`config.mk`:
```
export PLATFORM = sky130hd
export DESIGN_NAME = int_alu
export DESIGN_NICKNAME = d
export VERILOG_FILES = /design/src/rtl/alu_pkg.sv /design/src/rtl/alu_addsub.sv /design/src/rtl/alu_bitwise.sv /design/src/rtl/int_alu.sv
export SDC_FILE = /design/constraint.sdc
export NUM_CORES = 1
export LEC_CHECK = 0
export BUFFER_PORTS_ARGS = -buffer_cell sky130_fd_sc_hd__clkbuf_2
export CAP_MARGIN = 20
export CORE_MARGIN = 2
export CORE_UTILIZATION = 40
export DETAILED_ROUTE_END_ITERATION = 6
export PLACE_DENSITY = 0.76
export SETUP_SLACK_MARGIN = 0.5
export SLEW_MARGIN = 10
export SYNTH_ARGS = -nofsm -noshare
export SYNTH_HDL_FRONTEND = slang
export SYNTH_SLANG_ARGS = --single-unit
export TNS_END_PERCENT = 50
```
`constraint.sdc`:
```
create_clock -name vclk -period 20.5
set_input_delay 3.075 -clock vclk [all_inputs]
set_output_delay 3.075 -clock vclk [all_outputs]
set_load 0.1 [all_outputs]
```
`src/rtl/alu_pkg.sv`:
```
package alu_pkg;
  localparam logic [3:0] OP_ADD  = 4'd0;
  localparam logic [3:0] OP_ADDU = 4'd1;
  localparam logic [3:0] OP_SUB  = 4'd2;
  localparam logic [3:0] OP_SUBU = 4'd3;
  localparam logic [3:0] OP_AND  = 4'd4;
  localparam logic [3:0] OP_OR   = 4'd5;
  localparam logic [3:0] OP_XOR  = 4'd6;
  localparam logic [3:0] OP_NOR  = 4'd7;
  localparam logic [3:0] OP_SLT  = 4'd12;
  localparam logic [3:0] OP_SLTU = 4'd13;

  // Operations that run the adder in difference mode
  function automatic logic op_uses_sub(input logic [3:0] op);
    return (op == OP_SUB) || (op == OP_SUBU) || (op == OP_SLT) || (op == OP_SLTU);
  endfunction
endpackage

```
`src/rtl/alu_addsub.sv`:
```
module alu_addsub #(
  parameter int WIDTH = 32
) (
  input  logic [WIDTH-1:0] a_i,
  input  logic [WIDTH-1:0] b_i,
  input  logic             sub_i,
  output logic [WIDTH-1:0] sum_o,
  output logic             cout_o,
  output logic             ovf_o
);
  localparam int MSB = WIDTH - 1;

  logic [WIDTH-1:0] b_eff;
  logic [WIDTH:0]   carry;

  assign b_eff    = b_i ^ {WIDTH{sub_i}};
  assign carry[0] = sub_i;

  for (genvar gi = 0; gi < WIDTH; gi++) begin : g_fa
    assign sum_o[gi]    = a_i[gi] ^ b_eff[gi] ^ carry[gi];
    assign carry[gi+1]  = (a_i[gi] & b_eff[gi]) | (a_i[gi] & carry[gi]) | (b_eff[gi] & carry[gi]);
  end

  assign cout_o = carry[WIDTH];
  // Same-sign inputs to the adder producing an opposite-sign sum
  assign ovf_o  = (a_i[MSB] == b_eff[MSB]) && (sum_o[MSB] != a_i[MSB]);
endmodule

```
`src/rtl/alu_bitwise.sv`:
```
module alu_bitwise #(
  parameter int WIDTH = 32
) (
  input  logic [WIDTH-1:0] a_i,
  input  logic [WIDTH-1:0] b_i,
  input  logic [1:0]       sel_i,
  output logic [WIDTH-1:0] y_o
);
  always_comb begin
    unique case (sel_i)
      2'd0:    y_o = a_i & b_i;
      2'd1:    y_o = a_i | b_i;
      2'd2:    y_o = a_i ^ b_i;
      default: y_o = ~(a_i | b_i);
    endcase
  end
endmodule

```
`src/rtl/int_alu.sv`:
```
module int_alu
  import alu_pkg::*;
#(
  parameter int WIDTH = 32
) (
  input  logic [WIDTH-1:0] a_i,
  input  logic [WIDTH-1:0] b_i,
  input  logic [3:0]       op_i,
  output logic [WIDTH-1:0] result_o,
  output logic             zero_o,
  output logic             ovf_o
);
  localparam int MSB = WIDTH - 1;

  logic [WIDTH-1:0] sum;
  logic [WIDTH-1:0] logic_y;
  logic             cout;
  logic             raw_ovf;
  logic             sub_en;
  logic             lt_signed;
  logic             lt_unsigned;

  assign sub_en = op_uses_sub(op_i);

  alu_addsub #(.WIDTH(WIDTH)) u_addsub (
    .a_i   (a_i),
    .b_i   (b_i),
    .sub_i (sub_en),
    .sum_o (sum),
    .cout_o(cout),
    .ovf_o (raw_ovf)
  );

  alu_bitwise #(.WIDTH(WIDTH)) u_bitwise (
    .a_i  (a_i),
    .b_i  (b_i),
    .sel_i(op_i[1:0]),
    .y_o  (logic_y)
  );

  // Sign of difference corrected by overflow; unsigned borrow is inverted carry
  assign lt_signed   = sum[MSB] ^ raw_ovf;
  assign lt_unsigned = ~cout;

  always_comb begin
    result_o = '0;
    ovf_o    = 1'b0;
    unique case (op_i)
      OP_ADD, OP_SUB: begin
        result_o = sum;
        ovf_o    = raw_ovf;
      end
      OP_ADDU, OP_SUBU:              result_o = sum;
      OP_AND, OP_OR, OP_XOR, OP_NOR: result_o = logic_y;
      OP_SLT:                        result_o = {{(WIDTH-1){1'b0}}, lt_signed};
      OP_SLTU:                       result_o = {{(WIDTH-1){1'b0}}, lt_unsigned};
      default: begin
        result_o = '0;
        ovf_o    = 1'b0;
      end
    endcase
  end

  assign zero_o = ~|result_o;

  always_comb begin

    no_overflow_chk: assert (!ovf_o || op_i == OP_ADD || op_i == OP_SUB);

    add_ovf_sign_chk: assert (!(op_i == OP_ADD && ovf_o) ||
                              (a_i[MSB] == b_i[MSB] && result_o[MSB] != a_i[MSB]));

    sub_ovf_sign_chk: assert (!(op_i == OP_SUB && ovf_o) ||
                              (a_i[MSB] != b_i[MSB] && result_o[MSB] != a_i[MSB]));

    lt_width_chk: assert (!(op_i == OP_SLT || op_i == OP_SLTU) || result_o[MSB:1] == '0);

    unused_quiet_chk: assert (!(op_i inside {4'd8, 4'd9, 4'd10, 4'd11, 4'd14, 4'd15}) ||
                              (zero_o && !ovf_o));
  end
endmodule

```
==> run_results.csv <==
group,metric,value,unit
floorplan,die_h,100,µm
run_status,run_status,"complete, no violations",
setup_path,worstPathRequired,17430,ps
place,hpwl,8880,µm
floorplan,placementRows,35,
synth,syn_avg_cell_area,7.39,µm²
floorplan,pin_count,102,
setup_path,worstSetupPathType,"input port to primary output",
synth,synthTopCellsByCount,"inv_1 (73), ha_1 (65), nor2_1 (59), a21oi_1 (35)",
worst_hold_path,min_path_type,"input port to primary output",
timing,fmaxAchievable,51.3,MHz
route,via_per_inst,5.44,
timing,drv_slew,0,
route,wl,10700,µm
route,final_antenna_net_count,0,
finish,fin_util,49.1,%
setup_path,cp_top_family,"adder cells",
synth,ys_types,42,
finish,area_delta_synth_final,21.0,%
power_and_ir_drop,p_leak,2.24,nW
timing,worst_pin_slew,872,ps
floorplan,core_area,9110,µm²
finish,nFlopsAndLatches,0,
finish,fill_cells,893,
finish,regArea,0,µm²
cts,cts-hold-fix-buffers,0,
floorplan,initial_core_util,40.6,%
place,port-buffer-count,102,
route,drc,0,
worst_hold_path,min-delay-start,"op_i[1]",
synth,synth_most_common_cell,"inv_1",
finish,nClkBuffers,0,
global_route,grt_overflow_total,0,
global_route,antenna_found_initial,0,
route,drt_pre_antenna_iters,4,
synth,synth_top_area_cell,"ha_1",
global_route,grt_pass1_wl,17300,µm
route,vias,3740,
global_route,grt_start_max_net_pins,89,
setup_path,crit_path_start,"op_i[2]",
timing,slew_headroom,41.9,%
global_route,grt_use_total,21.0,%
finish,stdcell_area,4470,µm²
power_and_ir_drop,power.density,45.0,nW/µm²
synth,mappedNetlistArea,3690,µm²
finish,num_antenna_cells,0,
place,gp_congestion,0.892,
synth,syn-num-nets,664,
synth,yosysWarningCount,0,
setup_path,crit_path_max_incr_delay,480,ps
setup_path,crit_slowest_cell,"fa_2",
setup_path,cp_num_buf_inv,5,
timing,rsz0062_at_grt,"no",
setup_path,path_common_cell,"fa_2",
route,wl_per_cell,15.6,µm
global_route,grt_pass1_vias,3673,
setup_path,start_kind,"input port",
setup_path,cp.arrival,16410,ps
route,drt_iter0_drc,143,
finish,final_nets,743,
synth,yosys-top-cells-area,"ha_1 (22%), fa_1 (17%), inv_1 (7.4%)",
place,post_dp_cell_area,4440,µm²
power_and_ir_drop,ir_drop,37.7,µV
timing,hold_viol,0,
timing,finalSetupViolCount,0,
floorplan,dieArea,10000,µm²
timing,fin_crit_sh,95.0,%
synth,synth_top_area_share,22.0,%
floorplan,die_x,100,µm
setup_path,worst-path-max-fanout,4,
timing,min_period,19480,ps
timing,tns,0,ps
synth,yosysSeqAreaShare,0,%
finish,drive_above_1_share,27.2,%
setup_path,worstSetupEndpointType,"primary output",
flow_run,drv_cap,0,
synth,postSynthCellCount,500,
## layer usage
layer | GRT usage (%) | share of wire, %
met4 | 3.48 | 1.4
met1 | 27.4 | 43
met3 | 1.46 | 5.8
met5 | 0 | 0
met2 | 38.8 | 50
## logic make-up (layout without fill, tap and decap cells)
group / count (synthesis) / after routing / share of synthesized area (%)
xor gates and xnor gates: 32 / 32 / 7.59
muxes: 19 / 19 / 5.45
AOI/OAI and AO/OA: 107 / 107 / 18.5
buffers and inverters: 104 / 181 / 11.8
adders and majority gates: 96 / 96 / 38.8
and+or+nand+nor: 142 / 142 / 17.9
## layout make-up
| class | count | area (µm²) | share of cell area, % |
|---|---|---|---|
| multi-input cells | 396 | 3410 | 76.3 |
| repair buffers | 108 | 647 | 14.5 |
| inverters | 73 | 274 | 6.13 |
| well taps | 111 | 139 | 3.11 |
## power by group
part           internal [mW]  switching, mW
clock network              0              0
registers                  0              0
logic                 0.0636          0.138
total                 0.0636          0.138
## per-stage QoR
step | hold slack, ps | worst slack, ps | cells | total power [mW]
floorplan | 6440 | 547 | 500 | 0.151
global placement | 6750 | 908 | 688 | 0.194
detailed placement | 6770 | 682 | 688 | 0.199
CTS | 6770 | 668 | 688 | 0.200
global route | 6800 | 567 | 688 | 0.218
finish | 6770 | 1020 | 688 | 0.201
## repair_timing
item                       in CTS  in global routing
setup buffers                   0                  0
gates resized for setup         0                 13
setup endpoints to repair       0                  2
## worst paths after layout
kind | slack [ps] | cells past startpoint | endpoint
hold / removal | 6770 | 5 | result_o[0]
setup / recovery | 1020 | 41 | ovf_o
## placed cells by master (no fill, tap or decap), types with 3 or more instances in the layout
master    count
a21oi_1      34
xnor2_1      30
nor3_1        9
nand4_1       3
mux2_2        7
o31ai_1       7
buf_6         3
nand2b_1      4
a221o_1       5
mux2i_1      10
buf_4         5
nand2_1      28
clkbuf_2     95
nor2_1       58
o22ai_1       4
fa_1          6
o21ai_0      23
buf_12        5
a211o_1       5
nand3_1       4
ha_1         65
nor2b_1      17
a211oi_1     14
inv_1        73
fa_2         25
or2_2         6
nor4_1        5
Power figures use the tool's default switching activity.
